**src/rtl/mpwm_pkg.sv**
```systemverilog
package mpwm_pkg;
  localparam int NPH = 3;

  typedef enum logic [1:0] {
    MODE_ONE   = 2'd0,
    MODE_TWO   = 2'd1,
    MODE_THREE = 2'd2
  } phMode_e;

  typedef struct packed {
    logic           run;
    logic           fresh;
    logic [NPH-1:0] act;
  } seqStrobe_t;
endpackage

```
**src/rtl/mpwm_ctrl.sv**
```systemverilog
module mpwm_ctrl
  import mpwm_pkg::*;
#(
  parameter int CNT_W      = 10,
  parameter int MIN_PERIOD = 6
) (
  input  logic                      clk,
  input  logic                      rst,
  input  logic [CNT_W-1:0]          periodLen,
  input  logic [1:0]                phasePresent,
  output logic [CNT_W-1:0]          cnt,
  output logic [CNT_W-1:0]          perQ,
  output logic [CNT_W-1:0]          thirdQ,
  output logic [CNT_W-1:0]          sixthQ,
  output logic [NPH-1:0][CNT_W-1:0] phaseOff,
  output seqStrobe_t                strobe
);
  localparam logic [CNT_W-1:0] MIN_P = CNT_W'(MIN_PERIOD);

  logic [CNT_W-1:0] halfQ;
  logic [CNT_W-1:0] pEff;
  phMode_e          modeQ;
  phMode_e          modeNext;
  logic             wrap;
  logic             loadNow;

  assign pEff    = (periodLen < MIN_P) ? MIN_P : periodLen;
  assign wrap    = (cnt == perQ - 1'b1);
  assign loadNow = rst || wrap;

  always_comb begin
    if (!phasePresent[0])      modeNext = MODE_ONE;
    else if (!phasePresent[1]) modeNext = MODE_TWO;
    else                       modeNext = MODE_THREE;
  end

  always_ff @(posedge clk) begin
    if (rst || wrap) cnt <= '0;
    else             cnt <= cnt + 1'b1;
  end

  always_ff @(posedge clk) begin
    if (loadNow) begin
      perQ   <= pEff;
      thirdQ <= pEff / CNT_W'(3);
      halfQ  <= pEff >> 1;
      sixthQ <= pEff / CNT_W'(6);
      modeQ  <= modeNext;
    end
  end

  always_comb begin
    phaseOff[0] = '0;
    phaseOff[1] = (modeQ == MODE_THREE) ? thirdQ : halfQ;
    phaseOff[2] = thirdQ << 1;
  end

  always_comb begin
    strobe.run    = !rst;
    strobe.fresh  = (cnt == '0);
    strobe.act[0] = 1'b1;
    strobe.act[1] = (modeQ != MODE_ONE);
    strobe.act[2] = (modeQ == MODE_THREE);
  end

  a_r2_cnt_range: assert property (@(posedge clk) disable iff (rst)
    cnt < perQ);
  a_r2_wrap_to_zero: assert property (@(posedge clk) disable iff (rst)
    (cnt == perQ - 1'b1) |=> (cnt == '0));
  a_r2_min_period: assert property (@(posedge clk) disable iff (rst)
    perQ >= MIN_P);
endmodule

```
**src/rtl/mpwm_dp.sv**
```systemverilog
module mpwm_dp
  import mpwm_pkg::*;
#(
  parameter int CNT_W   = 10,
  parameter int SENSE_W = 8
) (
  input  logic                        clk,
  input  logic                        rst,
  input  seqStrobe_t                  strobe,
  input  logic [CNT_W-1:0]            cnt,
  input  logic [CNT_W-1:0]            perQ,
  input  logic [CNT_W-1:0]            thirdQ,
  input  logic [CNT_W-1:0]            sixthQ,
  input  logic [NPH-1:0][CNT_W-1:0]   phaseOff,
  input  logic [CNT_W-1:0]            loopCmd,
  input  logic [NPH-1:0][CNT_W-1:0]   phaseCorr,
  input  logic [NPH-1:0][SENSE_W-1:0] senseIn,
  output logic [NPH-1:0]              pwmOut,
  output logic [NPH-1:0]              sampleWin,
  output logic [NPH-1:0][SENSE_W-1:0] heldSense
);
  for (genvar k = 0; k < NPH; k++) begin : g_phase
    logic [CNT_W-1:0]   ramp;
    logic [CNT_W-1:0]   thr;
    logic [CNT_W:0]     reach;
    logic               pastOff;
    logic               latchQ;
    logic               sampQ;
    logic [SENSE_W-1:0] trackQ;
    logic               live;

    assign live    = strobe.run && strobe.act[k];
    assign ramp    = (cnt >= phaseOff[k]) ? (cnt - phaseOff[k])
                                          : (cnt - phaseOff[k] + perQ);
    assign thr     = (loopCmd > phaseCorr[k]) ? (loopCmd - phaseCorr[k]) : '0;
    assign reach   = {1'b0, ramp} + {1'b0, thr};
    assign pastOff = (ramp >= thirdQ);

    assign pwmOut[k]    = live && pastOff && (latchQ || (reach >= {1'b0, perQ}));
    assign sampleWin[k] = live && (ramp >= sixthQ) && !pwmOut[k];

    always_ff @(posedge clk) begin
      if (rst) begin
        latchQ       <= 1'b0;
        sampQ        <= 1'b0;
        trackQ       <= '0;
        heldSense[k] <= '0;
      end else begin
        latchQ <= pwmOut[k];
        sampQ  <= sampleWin[k];
        if (sampleWin[k])          trackQ       <= senseIn[k];
        if (sampQ && !sampleWin[k]) heldSense[k] <= trackQ;
      end
    end

    a_r6_min_off: assert property (@(posedge clk) disable iff (rst)
      ($fell(pwmOut[k]) && !strobe.fresh) |=> !pwmOut[k]);
    a_r5_idle_phase: assert property (@(posedge clk) disable iff (rst)
      !strobe.act[k] |-> (!pwmOut[k] && !sampleWin[k]));
    a_r8_window_excl: assert property (@(posedge clk) disable iff (rst)
      !(pwmOut[k] && sampleWin[k]));
    a_r9_hold_stable: assert property (@(posedge clk) disable iff (rst)
      !(sampQ && !sampleWin[k]) |=> $stable(heldSense[k]));
  end

  a_r2_phase1_low_at_start: assert property (@(posedge clk) disable iff (rst)
    strobe.fresh |-> !pwmOut[0]);
endmodule

```
**src/rtl/mpwm_seq.sv**
```systemverilog
module mpwm_seq
  import mpwm_pkg::*;
#(
  parameter int CNT_W      = 10,
  parameter int SENSE_W    = 8,
  parameter int MIN_PERIOD = 6
) (
  input  logic                        clk,
  input  logic                        rst,
  input  logic [CNT_W-1:0]            periodLen,
  input  logic [1:0]                  phasePresent,
  input  logic [CNT_W-1:0]            loopCmd,
  input  logic [NPH-1:0][CNT_W-1:0]   phaseCorr,
  input  logic [NPH-1:0][SENSE_W-1:0] senseIn,
  output logic [NPH-1:0]              pwmOut,
  output logic [NPH-1:0]              sampleWin,
  output logic [NPH-1:0][SENSE_W-1:0] heldSense
);
  logic [CNT_W-1:0]          cnt;
  logic [CNT_W-1:0]          perQ;
  logic [CNT_W-1:0]          thirdQ;
  logic [CNT_W-1:0]          sixthQ;
  logic [NPH-1:0][CNT_W-1:0] phaseOff;
  seqStrobe_t                strobe;

  mpwm_ctrl #(.CNT_W(CNT_W), .MIN_PERIOD(MIN_PERIOD)) u_ctrl (
    .clk(clk), .rst(rst), .periodLen(periodLen), .phasePresent(phasePresent),
    .cnt(cnt), .perQ(perQ), .thirdQ(thirdQ), .sixthQ(sixthQ),
    .phaseOff(phaseOff), .strobe(strobe)
  );

  mpwm_dp #(.CNT_W(CNT_W), .SENSE_W(SENSE_W)) u_dp (
    .clk(clk), .rst(rst), .strobe(strobe), .cnt(cnt), .perQ(perQ),
    .thirdQ(thirdQ), .sixthQ(sixthQ), .phaseOff(phaseOff),
    .loopCmd(loopCmd), .phaseCorr(phaseCorr), .senseIn(senseIn),
    .pwmOut(pwmOut), .sampleWin(sampleWin), .heldSense(heldSense)
  );
endmodule

```
**config.mk**
```make
export PLATFORM = sky130hd
export DESIGN_NAME = mpwm_seq
export DESIGN_NICKNAME = d
export VERILOG_FILES = /design/src/rtl/mpwm_pkg.sv /design/src/rtl/mpwm_ctrl.sv /design/src/rtl/mpwm_dp.sv /design/src/rtl/mpwm_seq.sv
export SDC_FILE = /design/constraint.sdc
export NUM_CORES = 1
export LEC_CHECK = 0
export BUFFER_PORTS_ARGS = -buffer_cell sky130_fd_sc_hd__buf_2
export CORE_MARGIN = 10
export CORE_UTILIZATION = 57
export CTS_BUF_LIST = sky130_fd_sc_hd__clkbuf_4 sky130_fd_sc_hd__clkbuf_8 sky130_fd_sc_hd__clkbuf_16
export CTS_CLUSTER_SIZE = 10
export DETAILED_ROUTE_END_ITERATION = 12
export PLACE_DENSITY = 0.8
export SLEW_MARGIN = 20
export SYNTH_ARGS = -nofsm -noshare
export SYNTH_HDL_FRONTEND = slang
export SYNTH_HIERARCHICAL = 1
export SYNTH_SLANG_ARGS = --single-unit
```
**constraint.sdc**
```tcl
create_clock -name clk -period 6.2 [get_ports clk]
set_clock_uncertainty 0.15 [all_clocks]
set_input_delay 0.31 -clock clk [delete_from_list [all_inputs] [get_ports clk]]
set_output_delay 0.31 -clock clk [all_outputs]
set_load 0.005 [all_outputs]
```
Word level (Yosys, flattened, before mapping)
Index checks and enable logic that the tools add are counted.

Register bits: 105. Input port bits: 78. Logic and storage cells: 89.

$add $sub $neg: 13. Div/mod/pow operators: 2. $lt $le $gt $ge: 16. Equal/unequal tests: 2. Multiplexer cells: 9. Reduce and logical (&&, ||, !) cells: 29.

Operators with widths (number): $ge 10x10->1 (8); $mux 10 (8); $sub 10x10->10 (5); $add 10x10->11 (3); $ge 11x10->1 (3); $add 10x10->10 (3); $gt 10x10->1 (3); $logic_and 1x1->1 (17); $add 10x1->10 const B (1); $div 10x2->10 const B (1); $div 10x3->10 const B (1); $eq 10x10->1 (1); $ge 10x1->1 const B (1); $lt 10x3->1 const B (1); $sub 10x1->10 const B (1); $logic_not 1->1 (7); $logic_or 1x1->1 (4); $eq 2x2->1 const B (1); $mux 2 (1); $reduce_bool 2->1 (1).

Longest topological paths before layout
Gate-level depths: netlist of run 1.

Depth in word-level cells: 13. Depth in mapped cells: 33. Mapped depth without buffers: 30.

Hierarchy
Netlist of run 1, hierarchy kept.

By module, submodules not included: mpwm_dp (instances 1, cells an instance 1236, area an instance 9678.0 sq um, seq. area each 1081.0 sq um); mpwm_ctrl (instances 1, cells an instance 324, area an instance 2945.3 sq um, seq. area each 1071.0 sq um).

Worst setup path after synthesis of run 1
OpenSTA, ideal clock, no wires.

Path kind: register to register. From: register u_ctrl.cnt[1]. To: register u_dp/heldSense[16] (netlist name). Library setup time: 0.072 ns. Arrival time: 5.942 ns. Required time: 5.978 ns. Slack: 0.036 ns. Cell stages (with the launch flop): 30. Buffers on the path: 0. Clock period less this slack: 6.164 ns. Path through: dfxtp_1 -> inv_1 -> fa_1 -> nor2b_1 -> o21ai_0 -> and2_1 -> o21bai_1 -> a21oi_1 -> xnor2_1 -> ha_1 -> a2111oi_0 -> o211ai_1 -> a31o_2 -> a21oi_1 -> xnor2_1 -> nor2_1 -> xnor2_1 -> ha_1 -> and2b_1 -> a2111oi_0 -> o311ai_0 -> ha_1 -> nor3_1 -> o21ai_0 -> a221oi_1 -> o211ai_1 -> nand3_2 -> inv_2 -> o21ai_2 -> mux2i_1.

Cells in the longest elaborated chain, start to end: 11. Elaborated cells between the ends (all ways): 16. Classes of those cells: 3 x add/sub; 4 x order compare; 1 x mux; 8 x reduce/logical.

RTL lines: from (decl) (line mpwm_ctrl.sv:11) `output logic [CNT_W-1:0] cnt,`; from (signal assigned) (line mpwm_ctrl.sv:39) `else cnt <= cnt + 1'b1;`; $sub 10x10->10 (line mpwm_dp.sv:33, mpwm_dp.sv:34); $add 10x10->10 (line mpwm_dp.sv:34) `: (cnt - phaseOff[k] + perQ);`; $mux 10 (*) (line mpwm_dp.sv:33) `assign ramp = (cnt >= phaseOff[k]) ? (cnt - phaseOff[k])`; $add 10x10->11 (line mpwm_dp.sv:36) `assign reach = {1'b0, ramp} + {1'b0, thr};`; $ge 11x10->1 (line mpwm_dp.sv:39) `assign pwmOut[k] = live && pastOff && (latchQ || (reach >= {1'b0, perQ}));`; $logic_or 1x1->1 (line mpwm_dp.sv:39); $logic_and 1x1->1 (line mpwm_dp.sv:39); $logic_not 1->1 (line mpwm_dp.sv:40) `assign sampleWin[k] = live && (ramp >= sixthQ) && !pwmOut[k];`; $logic_and 1x1->1 (*) (line mpwm_dp.sv:40); $logic_not 1->1 (*) (line mpwm_dp.sv:52) `if (sampQ && !sampleWin[k]) heldSense[k] <= trackQ;`; $logic_and 1x1->1 (*) (line mpwm_dp.sv:52); to (signal, indexed assignment) (line mpwm_dp.sv:52); to (decl) (line mpwm_dp.sv:20) `output logic [NPH-1:0][SENSE_W-1:0] heldSense`.

Every way passes the cells marked *; elsewhere a longest branch is shown, timed or not. A chain may end at the register's enable or synchronous reset.

==> results_dict.tcl, run 1 <==
set metrics [dict create \
    tns_ps -1414 \
    hp-class "primary input to flop" \
    row_count 54 \
    critical-path-top-delay-family "compound AO/OA/AOI/OAI gates" \
    start_kind "flop" \
    grt_pass1_wl_um 56140 \
    rsz0062_at_grt "yes" \
    dieWidth_um 168.7 \
    clock_latency_ps 360 \
    grt_pass1_vias 11450 \
    wl_per_cell_um 18.56 \
    io_buffers 107 \
    grt-ovfl-total 0 \
    path_class "flop to primary output" \
    crit_buf_inv 6 \
    drt_wl_total_um 37010 \
    grt_max_degree 80 \
    postPlaceCellArea_mm2 0.01354 \
    track_usage_pct 23.51 \
    drive_above_1_share_pct 21.35 \
    design_area_mm2 0.01473 \
    viasPerCell 6.100 \
    drc 0 \
    hold_depth 3 \
    rr_worst_depth 31 \
    power_density_mw_per_mm2 277.3 \
    ctsLongestPathBuffers 2 \
    worst_slew_pin_slew_ps 901.4 \
    die_h_um 168.7 \
    cts_num_sinks 93 \
    drt_iter0_drc 1175 \
    numCtsBuffers 9 \
    firstDrtPassIters 8 \
    hold_viol_final 0 \
    synth_area_per_cell_um2 8.095 \
    synth_cells 1557 \
    cts-root-buf "clkbuf_16" \
    period_minus_slack_ps 6524 \
    worst_slack_ps -324.2 \
    cp_data_required_time_ps 5740 \
    p_total_mw 4.085 \
    slew_violations 0 \
    slew-limit-headroom_pct 39.91 \
    status "finished with violations" \
    num_antenna_cells 0 \
    max_freq_ghz 0.1533 \
    crit_fanout 4 \
    violations "setup timing" \
    period_share_pct 105.2 \
    die_area_mm2 0.02846 \
    htreeDepth 3 \
    cpMaxStageDelayCell "edfxtp_1" \
    synth_area_mm2 0.01260 \
    io_pins 108 \
    fin_util_pct 67.51 \
    vias 12160 \
    path_common_cell "buf_4" \
    peakVddDrop_v 0.0001492 \
    dpl.hpwl_um 27860 \
    place.gp.congestion 0.9917 \
    postRouteAntennaNets 0 \
    start_util_pct 57.75 \
    end_kind "primary output" \
    grt_antenna_before_repair 0 \
    core-area_mm2 0.02182 \
    power.leakage_nw 6.828 \
    cp_num_cells 28 \
    maxCapViolCount 0 \
    worstPathArrival_ps 6060 \
    setup_violations 19 \
    slowest_delay_ps 430 \
    clk_pin_slew_ps 80 \
    areaGrowthSynthToFinish_pct 16.90 \
    nNetsFinal 2015 \
    yosys_warnings 6 \
    tritoncts "yes" \
]
cells in the final DEF (no fill, tap or decap), types with 35 or more instances in the layout:
cell type,count
o21ai_0,71
dfxtp_1,63
buf_2,106
xnor2_1,63
nand2_1,97
mux2i_1,45
ha_1,201
xor2_1,35
nor2_1,123
nand2b_1,69
inv_1,129
buf_4,82
a21oi_1,79
nor3_1,42
path summary, 6_finish.rpt:
| kind | end | slack (ps) | from |
|---|---|---|---|
| min reg2reg | u_dp/heldSense[8] | 320 | u_dp/g_phase[1].trackQ[0] |
| min | u_dp/g_phase[0].trackQ[0] | 40 | senseIn[0] |
| max | sampleWin[1] | -320 | u_ctrl/modeQ[0] |
| max reg2reg | u_dp/heldSense[11] | -100 | u_ctrl/modeQ[0] |
worst min-delay path, stage by stage:
cell     delay (ps)
buf_2            80
mux2i_1          60
nor2_1           70
metal layers:
| metal | track usage [%] | vias to the layer above | wire [um] |
|---|---|---|---|
| met2 | 39.85 | 569 | 17580 |
| li1 | - | 5794 | - |
| met1 | 29.18 | 5656 | 14880 |
| met4 | 9.084 | 0 | 1673 |
| met5 | 0 | - | 0 |
| met3 | 3.821 | 145 | 2869 |
area by class of cell:
cell class / count / area [um^2]
Fill cell: 1654 / 7091
Multi-Input combinational cell: 1268 / 10100
Tap cell: 280 / 350.3
Sequential cell: 93 / 2153
Clock inverter: 7 / 63.81
Inverter: 137 / 521.8
Clock buffer: 9 / 225.2
Timing Repair Buffer: 200 / 1319
flip-flops by register name, indices dropped and copies added (netlist names):
| signal | count |
|---|---|
| u_ctrl/cnt | 10 |
| u_ctrl/perQ | 10 |
| u_dp/g_phase.trackQ | 24 |
| u_dp/heldSense | 24 |
| u_dp/g_phase.sampQ | 3 |
| u_dp/g_phase.latchQ | 3 |
| u_ctrl/modeQ | 2 |
| u_ctrl/sixthQ | 8 |
| u_ctrl/thirdQ | 9 |
through the flow:
| step | setup WS, ps | hold WS, ps | cells |
|---|---|---|---|
| global route | -473.0 | 53.17 | 1994 |
| global placement | -7.763 | 304.4 | 1944 |
| floorplan | 36.27 | 295.4 | 1571 |
| CTS | 0.7745 | 42.39 | 1973 |
| finish | -324.2 | 36.46 | 1994 |
| detailed placement | -416.2 | 308.7 | 1944 |
what timing repair did:
item	4_1_cts	5_1_grt
setup endpoints to repair	39	57
pin swaps	24	23
hold buffers	0	0
cloned	1	1
resized for setup	53	99
setup buffers	12	20
power breakdown:
group	switching, mW	total [mW]	internal (mW)
registers	0.0268	0.694	0.668
clock network	0.263	0.544	0.281
logic	1.56	2.85	1.28
(Power assumes the default switching activity.)
==> run 2, diff against run 1 <==
--- a/config.mk
+++ b/config.mk
@@ -5,7 +5,7 @@
 export SDC_FILE = /design/constraint.sdc
 export NUM_CORES = 1
 export LEC_CHECK = 0
-export BUFFER_PORTS_ARGS = -buffer_cell sky130_fd_sc_hd__buf_2
+export BUFFER_PORTS_ARGS = -buffer_cell sky130_fd_sc_hd__buf_4
 export CORE_MARGIN = 10
 export CORE_UTILIZATION = 57
 export CTS_BUF_LIST = sky130_fd_sc_hd__clkbuf_4 sky130_fd_sc_hd__clkbuf_8 sky130_fd_sc_hd__clkbuf_16
==> run 2 against run 1 <==
Maximum frequency is 2.2% higher. Clock power is 4.8% higher. First-iteration DRC count fell by 9.5%. The run still ends with setup timing left. Sequential power about the same. Worst hold slack got worse by 11 ps. Sequential share of layout area fell by 0.14 points. Global-route usage down 0.11 points. Critical path depth fell by 2. Register-to-register slack gained 170 ps. Die area is the same. Total power hardly changed. Flip-flop and latch count did not move.
==> results_dict.tcl, run 2 (synthesis gave the netlist of run 1 again) <==
set metrics [dict create \
    maxCapViolCount 0 \
    path_common_cell "buf_4" \
    worstPathArrival_ps 5920 \
    die_h_um 168.7 \
    power.leakage_nw 6.804 \
    setup_violations 3 \
    rr_endpoint "u_dp/heldSense[14]" \
    hp-class "primary input to flop" \
    rr_worst_depth 25 \
    drt_wl_total_um 37450 \
    dr_wl_met2_um 17310 \
    row_count 54 \
    firstDrtPassIters 5 \
    reg_top3 "u_dp/g_phase.trackQ: 24 flops, u_dp/heldSense: 24 flops" \
    drt_iter0_drc 1063 \
    hold_viol_final 0 \
    num_antenna_cells 0 \
    worst_slew_pin_slew_ps 848.9 \
    status "finished with violations" \
    grt_max_degree 80 \
    viasPerCell 6.147 \
    cts-root-buf "clkbuf_16" \
    crit_fanout 8 \
    grt_pass1_vias 11310 \
    drive_above_1_share_pct 20.56 \
    rrSetupSlack_ps 70 \
    slew-limit-headroom_pct 43.41 \
    place_ws_ps -152.8 \
    start_kind "flop" \
    nNetsFinal 2003 \
    numCtsBuffers 9 \
    endpoint "sampleWin[1]" \
    grt_antenna_before_repair 1 \
    critical-path-top-delay-family "compound AO/OA/AOI/OAI gates" \
    core-area_mm2 0.02182 \
    max_freq_ghz 0.1567 \
    startpoint "u_ctrl/modeQ[0]" \
    clk_pin_slew_ps 80 \
    cp_data_required_time_ps 5740 \
    ctsLongestPathBuffers 2 \
    mostFrequentLayoutCells "198 x ha_1, 178 x buf_4, 131 x inv_1, 123 x nor2_1, 98 x nand2_1" \
    dr.max_layer_used "met5" \
    crit_buf_inv 7 \
    postRouteAntennaNets 0 \
    violations "setup timing" \
    grt_pass1_wl_um 55450 \
    period_share_pct 102.9 \
    power_density_mw_per_mm2 274.3 \
    start_util_pct 57.75 \
    placed_cells 1939 \
    vias 12180 \
    die_area_mm2 0.02846 \
    clock_latency_ps 370 \
    route.met3.wl_um 3096 \
    cpMaxStageDelayCell "edfxtp_1" \
    htreeDepth 3 \
    holdBufCountCts 0 \
    areaGrowthSynthToFinish_pct 18.05 \
    io_pins 108 \
    r2r_start "u_ctrl/modeQ[0]" \
    path_class "flop to primary output" \
    io_buffers 107 \
    wl_per_cell_um 18.89 \
    dpl.hpwl_um 27960 \
    tritoncts "yes" \
    cp_num_cells 26 \
    final_cells 1982 \
    track_usage_pct 23.40 \
    dieWidth_um 168.7 \
    period_minus_slack_ps 6382 \
    wl_met1_um 15270 \
    end_kind "primary output" \
    worst_slack_ps -181.6 \
    rsz0062_at_grt "yes" \
    drc 0 \
    cts_num_sinks 93 \
    place.gp.congestion 0.9694 \
    slowest_delay_ps 420 \
    slew_violations 0 \
    final_common_cell "ha_1" \
    peakVddDrop_v 0.0001472 \
    grt-ovfl-total 0 \
]
[run 2: cell count changes in the layout (fill, tap and decap cells not counted), moves of 3 or more]
cell / previous run / this run
buf_12: 0 / 3
nor2b_4: 5 / 2
buf_4: 82 / 178
inv_4: 3 / 0
a21oi_1: 79 / 76
buf_2: 106 / 0
ha_1: 201 / 198
o21ai_1: 10 / 13
o21ai_4: 5 / 1
[run 2: worst min-delay path by stage]
stage	end	depth (start not counted)	start	slack (ps)
after CTS	u_dp/g_phase[0].trackQ[3]	3	senseIn[3]	30
final	u_dp/g_phase[1].trackQ[2]	3	senseIn[10]	30
after floorplan	u_dp/heldSense[16]	2	u_dp/g_phase[2].trackQ[0]	300
after global routing	u_dp/g_phase[1].trackQ[0]	3	senseIn[8]	40
after detailed placement	u_dp/heldSense[20]	2	u_dp/g_phase[2].trackQ[4]	310
after global placement	u_dp/heldSense[20]	2	u_dp/g_phase[2].trackQ[4]	300
[run 2: report_power, final]
| group | switching (mW) | leakage (nW) | total [mW] | internal [mW] |
|---|---|---|---|---|
| logic | 1.54 | 5.86 | 2.82 | 1.28 |
| clock network | 0.284 | 0.145 | 0.570 | 0.287 |
| registers | 0.0263 | 0.799 | 0.693 | 0.667 |
[run 2: metal layers]
| metal | vias up | GRT usage, % |
|---|---|---|
| li1 | 5787 | - |
| met1 | 5614 | 28.89 |
| met2 | 617 | 38.56 |
| met3 | 163 | 4.701 |
| met4 | 2 | 10.37 |
| met5 | - | 0 |
[run 2: stage by stage]
step | area, um^2 | total power, mW | hold WS, ps | utilization [%] | TNS [ps]
2_1_floorplan | 12660 | 2.453 | 295.4 | - | 0
5_1_grt | 14880 | 4.357 | 43.12 | 68.17 | -4103
6_report | 14880 | 4.081 | 25.54 | 68.17 | -272.4
3_5_place_dp | 13780 | 3.052 | 310.1 | 63.15 | -1705
4_1_cts | 14390 | 3.737 | 27.00 | 65.92 | 0
3_3_place_gp | 13780 | 2.961 | 304.6 | 63.15 | 0
[run 2: area by class of cell]
cell class | instances | area [um^2]
clock buffers | 9 | 225.2
clock inverters | 7 | 75.07
flip-flops and latches | 93 | 2153
well taps | 280 | 350.3
fillers | 1653 | 6945
repair buffers | 188 | 1491
multi-input cells | 1268 | 10070
inverters | 137 | 514.2
[run 2: what timing repair did]
action | CTS | global route
gates resized for setup | 47 | 93
setup endpoints to repair | 35 | 53
buffers inserted | 14 | 12
pin swaps | 30 | 54
cloned | 1 | 0
[run 2: tightest hold or removal path: cells and delay by family]
kind          cells  cell delay [ps]
buf+inv           1               80
mux               1               50
simple gates      1               70
==> run 3, diff against run 2 <==
--- a/config.mk
+++ b/config.mk
@@ -12,6 +12,7 @@
 export CTS_CLUSTER_SIZE = 10
 export DETAILED_ROUTE_END_ITERATION = 12
 export PLACE_DENSITY = 0.8
+export SKIP_LAST_GASP = 1
 export SLEW_MARGIN = 20
 export SYNTH_ARGS = -nofsm -noshare
 export SYNTH_HDL_FRONTEND = slang
==> constraint.sdc (replaced) <==
create_clock -name clk -period 5.5 [get_ports clk]
set_clock_uncertainty 0.15 [all_clocks]
set_input_delay 0.275 -clock clk [delete_from_list [all_inputs] [get_ports clk]]
set_output_delay 0.275 -clock clk [all_outputs]
set_load 0.005 [all_outputs]
==> run 3 against run 2 <==
The flow still finishes with violations (setup timing). Cell area increased by 12%. Global-route usage up 4.6 points. Critical path depth up 3. Combinational power up 41%. Count of clock-buffer cells in the layout did not move. Final cell count rose by 8.6%. Via count grew 12%.
==> results_dict.tcl, run 3 (synthesis gave the netlist of run 1 again) <==
set metrics [dict create \
    path_class "flop to primary output" \
    mostFrequentLayoutCells "327 x buf_4, 191 x ha_1, 124 x inv_1, 117 x nor2_1, 96 x nand2_1" \
    io_pins 108 \
    dieWidth_um 168.7 \
    numCtsBuffers 9 \
    start_kind "flop" \
    power_density_mw_per_mm2 326.9 \
    p_total_mw 5.436 \
    period_minus_slack_ps 6541 \
    clock_latency_ps 390 \
    peakVddDrop_v 0.0001961 \
    grt-ovfl-total 0 \
    violations "setup timing" \
    clk_pin_slew_ps 80 \
    wl_per_cell_um 21.07 \
    nNetsFinal 2173 \
    rrSetupSlack_ps -980 \
    rr_endpoint "u_dp/g_phase[1].latchQ" \
    worstPathArrival_ps 6120 \
    drc 0 \
    grt_pass1_vias 13010 \
    viasPerCell 6.351 \
    hold_viol_final 0 \
    track_usage_pct 27.97 \
    cts-root-buf "clkbuf_16" \
    cp_data_required_time_ps 5080 \
    status "finished with violations" \
    period_share_pct 118.9 \
    cpMaxStageDelayCell "edfxtp_1" \
    drt_iter0_drc 1460 \
    slew-limit-headroom_pct 42.45 \
    rsz0062_at_grt "yes" \
    vias 13670 \
    reg_top3 "u_dp/g_phase.trackQ: 24 flops, u_dp/heldSense: 24 flops" \
    holdPathEnd "u_dp/g_phase[2].trackQ[1]" \
    slowest_delay_ps 440 \
    worstHoldStart "senseIn[17]" \
    postRouteAntennaNets 0 \
    power.leakage_nw 7.756 \
    grt_max_degree 80 \
    tritoncts "yes" \
    io_buffers 107 \
    die_h_um 168.7 \
    drt_wl_total_um 45340 \
    n_fill_cell 1395 \
    num_antenna_cells 0 \
    htreeDepth 3 \
    dpl.hpwl_um 30140 \
    final_common_cell "buf_4" \
    max_freq_ghz 0.1529 \
    firstDrtPassIters 8 \
    r2r_start "u_ctrl/modeQ[0]" \
    crit_fanout 3 \
    setup_violations 58 \
    die_area_mm2 0.02846 \
    place.gp.congestion 0.9939 \
    end_kind "primary output" \
    grt_pass1_wl_um 65830 \
    ctsLongestPathBuffers 2 \
    worst_slew_pin_slew_ps 863.2 \
    maxCapViolCount 0 \
    hold_depth 3 \
    drive_above_1_share_pct 30.77 \
    start_util_pct 57.75 \
    rr_worst_depth 35 \
    areaGrowthSynthToFinish_pct 31.95 \
    core-area_mm2 0.02182 \
    worst_slack_ps -1041 \
    cts_num_sinks 93 \
    hp-class "primary input to flop" \
    place_ws_ps -681.6 \
    grt_antenna_before_repair 0 \
    fin_util_pct 76.20 \
    slew_violations 0 \
    row_count 54 \
]
run 3: cell count changes in the layout (fill, tap and decap cells not counted), sizes merged:
| cell | change |
|---|---|
| inv | +2 |
| clkinvlp | -1 |
| dlygate4sd3 | +2 |
| buf | +168 |
| clkinv | -1 |
run 3: critical path: cells and delay by family (launching register included):
family,cells,cell delay (ps)
adders and majority gates,4,980
muxes,2,660
buffers and inverters,2,220
DFF,1,440
AOI/OAI and AO/OA,11,2000
xor gates and xnor gates,3,400
and+or+nand+nor,7,1040
run 3: report_power, final:
group | switching, mW | internal (mW) | leakage (nW)
Clock | 0.344 | 0.324 | 0.148
Combinational | 2.10 | 1.88 | 6.81
Sequential | 0.0325 | 0.752 | 0.801
run 3: worst max-delay path by stage:
stage / start / end / slack (ps)
floorplan: u_ctrl/modeQ[0] / u_dp/heldSense[10] / 5
global placement: u_ctrl/thirdQ[0] / u_dp/heldSense[17] / -420
detailed placement: u_ctrl/modeQ[0] / u_dp/g_phase[1].trackQ[3] / -680
CTS: u_ctrl/thirdQ[0] / sampleWin[2] / -630
global route: u_ctrl/modeQ[0] / sampleWin[1] / -1210
finish: u_ctrl/modeQ[0] / sampleWin[1] / -1040
run 3: what timing repair did:
item	CTS	global route
setup buffers	47	21
resized for setup	97	119
hold buffers	2	0
hold endpoints to repair	2	0
endpoints found under the setup margin	59	59
pin swaps	53	53
cloned	1	0
run 3: area by class of cell:
type | instances | area [um^2] | area share (%)
multi-input cells | 1268 | 10430 | 62.72
repair buffers | 358 | 2868 | 17.24
flip-flops and latches | 93 | 2161 | 12.99
inverters | 137 | 521.8 | 3.137
well taps | 280 | 350.3 | 2.107
clock buffers | 9 | 225.2 | 1.354
clock inverters | 7 | 73.82 | 0.4439
run 3: routing by layer:
layer | GRT usage, % | vias to the layer above | routed length (um) | part of all wire (%)
met5 | 0 | - | 0 | 0
met2 | 47.02 | 900 | 21060 | 46
met1 | 31.88 | 6343 | 16420 | 36
li1 | - | 6125 | - | -
met3 | 5.280 | 300 | 4243 | 9.4
met4 | 18.09 | 0 | 3613 | 8.0
run 3: per-stage QoR:
| step | instance area (um^2) | hold slack [ps] | std cells | setup TNS, ps |
|---|---|---|---|---|
| floorplan | 12750 | 272.2 | 1571 | 0 |
| global placement | 14880 | 306.7 | 2071 | -13390 |
| detailed placement | 14880 | 314.3 | 2071 | -25030 |
| CTS | 16030 | 8.827 | 2135 | -20290 |
| global route | 16630 | 9.362 | 2152 | -44590 |
| finish | 16630 | 2.624 | 2152 | -35100 |
